**src/rtl/uart_baud_pkg.sv**
```systemverilog
package uart_baud_pkg;
  localparam int ADDR_W = 3;
  localparam int DATA_W = 8;

  // Register offsets the block decodes
  localparam logic [ADDR_W-1:0] OFS_DIV_LO = 3'd0;
  localparam logic [ADDR_W-1:0] OFS_DIV_HI = 3'd1;
  localparam logic [ADDR_W-1:0] OFS_LINE   = 3'd3;

  // Bit positions
  localparam int ACCESS_BIT = 7;  // line control byte: divisor access
  localparam int SELECT_BIT = 7;  // divisor high byte: source select

  typedef enum logic {
    SRC_SLOW = 1'b0,
    SRC_FAST = 1'b1
  } src_sel_e;
endpackage

```
**src/rtl/uart_baud_rstsync.sv**
```systemverilog
module uart_baud_rstsync #(
  parameter int STAGES = 2
) (
  input  logic clk,
  input  logic rst_n,
  output logic rst_n_sync
);
  logic [STAGES-1:0] sync_q;

  always_ff @(posedge clk or negedge rst_n) begin
    if (!rst_n) sync_q <= '0;
    else        sync_q <= {sync_q[STAGES-2:0], 1'b1};
  end

  assign rst_n_sync = sync_q[STAGES-1];
endmodule

```
**src/rtl/uart_baud_regs.sv**
```systemverilog
module uart_baud_regs
  import uart_baud_pkg::*;
#(
  parameter int AW = ADDR_W,
  parameter int DW = DATA_W,
  localparam int DIV_W = 2*DW - 1
) (
  input  logic             clk,
  input  logic             rst_n,
  input  logic             bus_wr,
  input  logic [AW-1:0]    bus_addr,
  input  logic [DW-1:0]    bus_wdata,
  output logic [DW-1:0]    bus_rdata,
  output logic [DW-1:0]    line_q,
  output logic             div_access,
  output logic [DIV_W-1:0] div_val,
  output src_sel_e         clk_sel,
  output logic             div_wr,
  output logic [DIV_W-1:0] div_next
);
  logic [DW-1:0] lo_q, lo_d;
  logic [DW-1:0] hi_q, hi_d;
  logic [DW-1:0] line_d;
  logic          hit_lo, hit_hi, hit_line;

  assign div_access = line_q[ACCESS_BIT];

  always_comb begin
    hit_lo   = bus_wr && div_access && (bus_addr == OFS_DIV_LO);
    hit_hi   = bus_wr && div_access && (bus_addr == OFS_DIV_HI);
    hit_line = bus_wr && (bus_addr == OFS_LINE);
    lo_d     = hit_lo   ? bus_wdata : lo_q;
    hi_d     = hit_hi   ? bus_wdata : hi_q;
    line_d   = hit_line ? bus_wdata : line_q;
    div_wr   = hit_lo || hit_hi;
    div_next = {hi_d[DW-2:0], lo_d};
  end

  always_ff @(posedge clk or negedge rst_n) begin
    if (!rst_n) begin
      lo_q   <= '0;
      hi_q   <= '0;
      line_q <= '0;
    end else begin
      lo_q   <= lo_d;
      hi_q   <= hi_d;
      line_q <= line_d;
    end
  end

  assign div_val = {hi_q[DW-2:0], lo_q};
  assign clk_sel = src_sel_e'(hi_q[SELECT_BIT]);

  always_comb begin
    bus_rdata = '0;
    if (bus_addr == OFS_LINE)                      bus_rdata = line_q;
    else if (div_access && bus_addr == OFS_DIV_LO) bus_rdata = lo_q;
    else if (div_access && bus_addr == OFS_DIV_HI) bus_rdata = hi_q;
  end
endmodule

```
**src/rtl/uart_baud_srcsel.sv**
```systemverilog
module uart_baud_srcsel
  import uart_baud_pkg::*;
(
  input  src_sel_e clk_sel,
  input  logic     slow_en,
  output logic     src_en
);
  always_comb begin
    unique case (clk_sel)
      SRC_FAST: src_en = 1'b1;
      default:  src_en = slow_en;
    endcase
  end
endmodule

```
**src/rtl/uart_baud_divcnt.sv**
```systemverilog
module uart_baud_divcnt #(
  parameter int DIV_W = 15
) (
  input  logic             clk,
  input  logic             rst_n,
  input  logic             src_en,
  input  logic [DIV_W-1:0] div_val,
  input  logic             reload,
  input  logic [DIV_W-1:0] reload_val,
  output logic             tick
);
  localparam logic [DIV_W-1:0] ONE = DIV_W'(1);

  logic [DIV_W-1:0] cnt_q, cnt_d;
  logic             tick_q, tick_d;
  logic             run;

  always_comb begin
    run    = src_en && (div_val != '0);
    cnt_d  = cnt_q;
    tick_d = 1'b0;
    if (reload) begin
      cnt_d = reload_val;
    end else if (run) begin
      if (cnt_q <= ONE) begin
        cnt_d  = div_val;
        tick_d = 1'b1;
      end else begin
        cnt_d = cnt_q - ONE;
      end
    end
  end

  always_ff @(posedge clk or negedge rst_n) begin
    if (!rst_n) begin
      cnt_q  <= '0;
      tick_q <= 1'b0;
    end else begin
      cnt_q  <= cnt_d;
      tick_q <= tick_d;
    end
  end

  assign tick = tick_q;
endmodule

```
**src/rtl/uart_baud_gen.sv**
```systemverilog
module uart_baud_gen
  import uart_baud_pkg::*;
#(
  parameter int AW = ADDR_W,
  parameter int DW = DATA_W,
  localparam int DIV_W = 2*DW - 1
) (
  input  logic          clk,
  input  logic          rst_n,
  input  logic          bus_wr,
  input  logic [AW-1:0] bus_addr,
  input  logic [DW-1:0] bus_wdata,
  output logic [DW-1:0] bus_rdata,
  input  logic          slow_en,
  output logic          baud_tick
);
  logic             rst_n_sync;
  logic [DW-1:0]    line_q;
  logic             div_access;
  logic [DIV_W-1:0] div_val;
  logic [DIV_W-1:0] div_next;
  logic             div_wr;
  src_sel_e         clk_sel;
  logic             src_en;

  uart_baud_rstsync #(.STAGES(2)) u_rst (
    .clk        (clk),
    .rst_n      (rst_n),
    .rst_n_sync (rst_n_sync)
  );

  uart_baud_regs #(.AW(AW), .DW(DW)) u_regs (
    .clk        (clk),
    .rst_n      (rst_n_sync),
    .bus_wr     (bus_wr),
    .bus_addr   (bus_addr),
    .bus_wdata  (bus_wdata),
    .bus_rdata  (bus_rdata),
    .line_q     (line_q),
    .div_access (div_access),
    .div_val    (div_val),
    .clk_sel    (clk_sel),
    .div_wr     (div_wr),
    .div_next   (div_next)
  );

  uart_baud_srcsel u_src (
    .clk_sel (clk_sel),
    .slow_en (slow_en),
    .src_en  (src_en)
  );

  uart_baud_divcnt #(.DIV_W(DIV_W)) u_cnt (
    .clk        (clk),
    .rst_n      (rst_n_sync),
    .src_en     (src_en),
    .div_val    (div_val),
    .reload     (div_wr),
    .reload_val (div_next),
    .tick       (baud_tick)
  );
endmodule

```
**config.mk**
```make
export PLATFORM = sky130hd
export DESIGN_NAME = uart_baud_gen
export DESIGN_NICKNAME = d
export VERILOG_FILES = /design/src/rtl/uart_baud_pkg.sv /design/src/rtl/uart_baud_rstsync.sv /design/src/rtl/uart_baud_regs.sv /design/src/rtl/uart_baud_srcsel.sv /design/src/rtl/uart_baud_divcnt.sv /design/src/rtl/uart_baud_gen.sv
export SDC_FILE = /design/constraint.sdc
export NUM_CORES = 1
export LEC_CHECK = 0
export CAP_MARGIN = 20
export CORE_MARGIN = 8
export CORE_UTILIZATION = 43
export DETAILED_ROUTE_END_ITERATION = 8
export PLACE_DENSITY = 0.6
export SETUP_SLACK_MARGIN = 0.02
export SLEW_MARGIN = 5
export SYNTH_ARGS = -nofsm -noshare
export SYNTH_HDL_FRONTEND = slang
export SYNTH_SLANG_ARGS = --single-unit
```
**constraint.sdc**
```tcl
create_clock -name clk -period 2 [get_ports clk]
set_input_delay 0.4 -clock clk [delete_from_list [all_inputs] [get_ports clk]]
set_output_delay 0.4 -clock clk [all_outputs]
set_load 0.1 [all_outputs]
```
======== Word-level counts from Yosys, hierarchy flattened ========
Cells that the tools add are included.
word-level totals
  register bits after elaboration ......... 42
  output and inout port bits .............. 9
  logic and storage cells ................. 34
cells by class
  $add $sub $neg .......................... 1
  $lt $le $gt $ge ......................... 1
  equality and inequality tests ........... 2
  mux-type cells .......................... 12
  reduce and logical (&&, ||, !) cells .... 11
operators by type and width
  kind                                                             number
  two-way mux 15 bit                                               3
  two-way mux 8 bit                                                4
  less-or-equal comparator 15 x 1 -> 1 bit, second input constant  1
  nonzero test 15 bit                                              1
  subtractor 15 x 1 -> 15 bit, second input constant               1
  logical AND 1 bit                                                7
  two-way mux 7 bit                                                1
  two-way mux 1 bit                                                4
  equality test 3 x 1 -> 1 bit, second input constant              1
  equality test 3 x 2 -> 1 bit, second input constant              1
  zero test 3 bit                                                  1
  nonzero test 2 bit                                               1
  logical OR 1 bit                                                 1

======== Longest topological paths before layout ========
  word-level depth ........................ 5
  mapped depth ............................ 8
  depth with buffers taken out ............ 7

======== Modules after synthesis ========
A second synthesis with hierarchy kept.
unflattened totals
  cells, all modules ...................... 235
  area total of the unflattened synthesis .. 2494.9 µm²
by module, submodules not included
  module             times used  cells each  area an instance (µm²)  sequential area each (µm²)
  uart_baud_divcnt   1           144         1283.7                  400.4
  uart_baud_regs     1           87          1151.1                  600.6
  uart_baud_rstsync  1           3           53.8                    50.0
  uart_baud_srcsel   1           1           6.3                     0.0

======== Worst setup path before layout ========
OpenSTA, ideal clock, no wires.
  kind .................................... input to output
  start point ............................. input port bus_addr[0]
  end point ............................... output port bus_rdata[7]
  arrival time ............................ 2721 ps
  slack ................................... -1121 ps
  cell stages on the path ................. 4
  cell sequence ........................... buf_2 > buf_1 > o21ai_0 > a21oi_1
on the way
  cells in the longest elaborated chain, start to end .. 5
RTL lines
  element                       RTL line              RTL
  start: declaration            uart_baud_gen.sv:11   input logic [AW-1:0] bus_addr,
  equality test 3 x 1 -> 1 bit  uart_baud_regs.sv:58  else if (div_access && bus_addr == OFS_DIV_HI) bus_rdata = hi_q;
  logical AND 1 bit             uart_baud_regs.sv:58
  two-way mux 8 bit             uart_baud_regs.sv:58
  two-way mux 8 bit             uart_baud_regs.sv:57  else if (div_access && bus_addr == OFS_DIV_LO) bus_rdata = lo_q;
  two-way mux 8 bit (*)         uart_baud_regs.sv:56  if (bus_addr == OFS_LINE) bus_rdata = line_q;
  end: declaration              uart_baud_gen.sv:13   output logic [DW-1:0] bus_rdata,
Every way passes the cells marked *; elsewhere a longest branch is shown, timed or not.

======== Worst setup path in the final report ========
  start point ............................. register u_cnt.cnt_q[10]
  end point ............................... register u_cnt.cnt_q[9]
on the way
  cells in the longest elaborated chain, start to end .. 4
RTL lines
  element                                   RTL line                RTL
  start: declaration                        uart_baud_divcnt.sv:14  logic [DIV_W-1:0] cnt_q, cnt_d;
  start signal: assignment                  uart_baud_divcnt.sv:39  cnt_q <= cnt_d;
  less-or-equal comparator 15 x 1 -> 1 bit  uart_baud_divcnt.sv:25  if (cnt_q <= ONE) begin
  two-way mux 15 bit                        uart_baud_divcnt.sv:25
  two-way mux 15 bit                        uart_baud_divcnt.sv:24  end else if (run) begin
  two-way mux 15 bit                        uart_baud_divcnt.sv:22  if (reload) begin
Every way passes these cells. The select of a mux whose other input is x is not followed.
A chain may end at the register's enable or synchronous reset.

==> run_results.csv <==
group,metric,value,unit
placed_design,port_buffers,23,
placed_design,gp_congestion,0.796,
setup_path,cp-end-kind,"flop",
setup_path,critPathKind,"flop to flop",
grt,grt_pass1_wl,10500,um
status,status,"finished, final reports clean",
layout,fin_area,3230,um^2
synthesis,synth_area_leaders,"dfrtp_1 43%, mux2i_1 12%, mux2_2 11%, nand2_1 5.3%, o221ai_1 4.7%",
synthesis,yosys_register_bits,42,
setup_path,slowest_stage,"or4_4",
die,start_util,0.443,
timing,max_freq,0.512,GHz
synthesis,synthArstFlopShare,1.00,
min_path,min_path_type,"primary input to asynchronous set/reset pin",
power_and_ir_drop,p_sw,1.50,mW
power_and_ir_drop,ir_worst_vdd,0.000649,V
timing,period_minus_slack,1.95,ns
cts,clockBufferDepth,2,
cts,cts_tree,"built",
timing,rsz0062_at_grt,"true",
power_and_ir_drop,power.leakage,1.48,nW
synthesis,syn_inst,227,
setup_path,crit_chain,"or4_4 > nor3_4 > o2111ai_4 > buf_12 > mux2i_1 > o221ai_1",
power_and_ir_drop,intPower,2.27,mW
cts,htree_levels,2,
cts,clk_pin_slew,0.09,ns
cts,numCtsBuffers,5,
cts,worstSkewPairLatency,0.29,ns
grt,grt_overflow,0,
synthesis,yosysTopAreaCell,"dfrtp_1",
synthesis,synth_cell_type_count,38,
die,io_pins,24,
layout,drive_gt1_frac,0.359,
synthesis,synth_common_cells,"42 x dfrtp_1, 34 x nand2_1, 28 x mux2i_1",
route,num_vias,2017,
timing,hold_viol_final,0,
route,wl,6250,um
timing,fin_skew,0.00967,ns
synthesis,synth_most_common_cell,"dfrtp_1",
timing,worst_slew_pin_slew,0.543,ns
route,wl_per_cell,17.6,um
setup_path,crit_path_max_fanout,14,
layout,fin_nets,300,
cts,hold_buffers,0,
placed_design,placed_cells,347,
power_and_ir_drop,power_frac_clock,0.155,
layout,multi_input_area,1390,um^2
route,drc,0,
placed_design,dpl_cell_area,3100,um^2
power_and_ir_drop,seqPwrFrac,0.385,
layout,diodes,0,
layout,seqCellArea,1050,um^2
placed_design,dp_hpwl,4600,um
power_and_ir_drop,switching_share,0.397,
setup_path,worstPathArrival,2.12,ns
grt,grt_use_total,0.153,
layout,final_util,0.590,
setup_path,crit_path_start_kind,"flop",
grt,antenna_found_initial,0,
route,dr.first_iter.drc_count,88,
power_and_ir_drop,p_per_area,1170,nW/um^2
synthesis,synth_edf_count,0,
timing,setup_viol,0,
setup_path,required,2.17,ns
cts,clkSinkCount,42,
layout,fill_cells,497,
die,rows,27,
route,final_antenna_net_count,0,
timing,fin_hold_ws,0.265,ns
flow_run,max-cap-violations,0,
synthesis,yosys_warnings,0,
synthesis,avgSynthCellArea,10.7,um^2
synthesis,ys_seq_area_frac,0.434,
die,die_x,91.1,um
synthesis,ys.flop_type,"dfrtp_1",
synthesis,netlist.area_leader.share,0.434,
synthesis,synth_nets,244,
route,drt_first_pass_iters,4,
setup_path,slowest_delay,0.55,ns
timing,maxSlewHeadroom,0.638,
layout,final_cell_count_no_fill,356,
die,core-area,5470,um^2
grt,grt_pass1_vias,2101,
die,die_h,91.1,um
power_and_ir_drop,pwr-share-comb,0.460,
cts,clock-root-buffer,"clkbuf_8",
synthesis,synthesis.area,2420,um^2
die,dieArea,8290,um^2
layout,synthToLayoutAreaGrowth,33.1,%
timing,drv_slew,0,
route,viasPerCell,5.67,
grt,grt_max_degree,41,
timing,post-route-period-util,0.976,
-- cells by family after synthesis --
logic type                 after synthesis  synth area share
AOI/OAI and AO/OA                       33             0.114
adders and majority gates                2            0.0103
muxes                                   52             0.227
other                                    1           0.00155
buffers and inverters                   12            0.0227
DFF                                     42             0.434
and+or+nand+nor                         75             0.154
xor gates and xnor gates                10            0.0361
-- power groups by stage --
| stage | Clock [mW] | Sequential, mW | Combinational, mW |
|---|---|---|---|
| after floorplan | 0 | 1.41 | 1.12 |
| final | 0.583 | 1.45 | 1.73 |
| after CTS | 0.602 | 1.44 | 1.69 |
| after global routing | 0.626 | 1.49 | 1.89 |
| after global placement | 0 | 1.45 | 1.66 |
| after detailed placement | 0 | 1.45 | 1.67 |
-- layout make-up --
class | instances | share of cell area
clock buffers | 6 | 0.0256
clock inverters | 2 | 0.00388
inverters | 4 | 0.00465
multi-input cells | 173 | 0.432
flip-flops and latches | 42 | 0.326
well taps | 72 | 0.0279
repair buffers | 57 | 0.180
-- registers in the layout, indices dropped and copies added, names as in the netlist --
signal / cells
u_regs.lo_q: 8
u_cnt.cnt_q: 15
u_regs.line_q: 8
u_cnt.tick: 1
u_rst.sync_q: 2
u_regs.hi_q: 8
-- timing repair --
action / in CTS / in global routing
setup endpoints to repair: 10 / 20
pin swaps: 6 / 1
setup buffers: 0 / 2
resized for setup: 9 / 3
-- cell usage in the layout, fill, tap and decap left out, types with 3 or more instances in the layout --
| cell type | n |
|---|---|
| dfrtp_1 | 41 |
| buf_4 | 33 |
| mux2i_1 | 28 |
| nand2_1 | 27 |
| mux2_2 | 24 |
| o221ai_1 | 13 |
| nor2_1 | 11 |
| clkdlybuf4s50_1 | 11 |
| buf_12 | 10 |
| nand2_2 | 7 |
| nor3_1 | 6 |
| clkbuf_8 | 6 |
| xor2_1 | 5 |
| xnor2_1 | 5 |
| inv_1 | 4 |
| a22oi_1 | 4 |
| nor4_1 | 4 |
| a22oi_2 | 3 |
| a21oi_1 | 3 |
-- worst max-delay path, delay by kind of cell (launching register included) --
kind            cells  cell delay (ns)
compound gates      2             0.29
flops               1             0.43
buf+inv             1             0.19
simple gates        2             0.77
mux                 1             0.15
-- worst paths after layout --
check | start | end | slack [ns] | cells after the start
worst max-delay path | u_cnt.cnt_q[10] | u_cnt.cnt_q[9] | 0.05 | 6
worst max register to register | u_cnt.cnt_q[10] | u_cnt.cnt_q[9] | 0.05 | 6
min in group clk | u_rst.sync_q[0] | u_rst.sync_q[1] | 0.36 | 0
worst min register to register | u_rst.sync_q[1] | u_regs.lo_q[6] | 0.32 | 1
max in group asynchronous | u_rst.sync_q[1] | u_regs.hi_q[5] | 1.30 | 1
worst min-delay path | rst_n | u_rst.sync_q[0] | 0.26 | 1
-- metrics by stage --
step | setup WS [ns] | setup TNS (ns) | power, mW
final | 0.0476 | 0 | 3.77
after global routing | -0.0676 | -0.220 | 4.01
after global placement | -0.221 | -5.26 | 3.11
after detailed placement | -0.252 | -5.87 | 3.13
after floorplan | -0.0644 | -0.267 | 2.53
after CTS | 0.0241 | 0 | 3.74
-- routing by layer --
layer | wire (um) | global-route usage | up-vias
met1 | 2950 | 0.198 | 1013
li1 | - | - | 956
met5 | 0 | 0 | -
met3 | 248 | 0.0321 | 4
met4 | 58 | 0.0464 | 0
met2 | 3000 | 0.250 | 44
(Power assumes the default switching activity.)
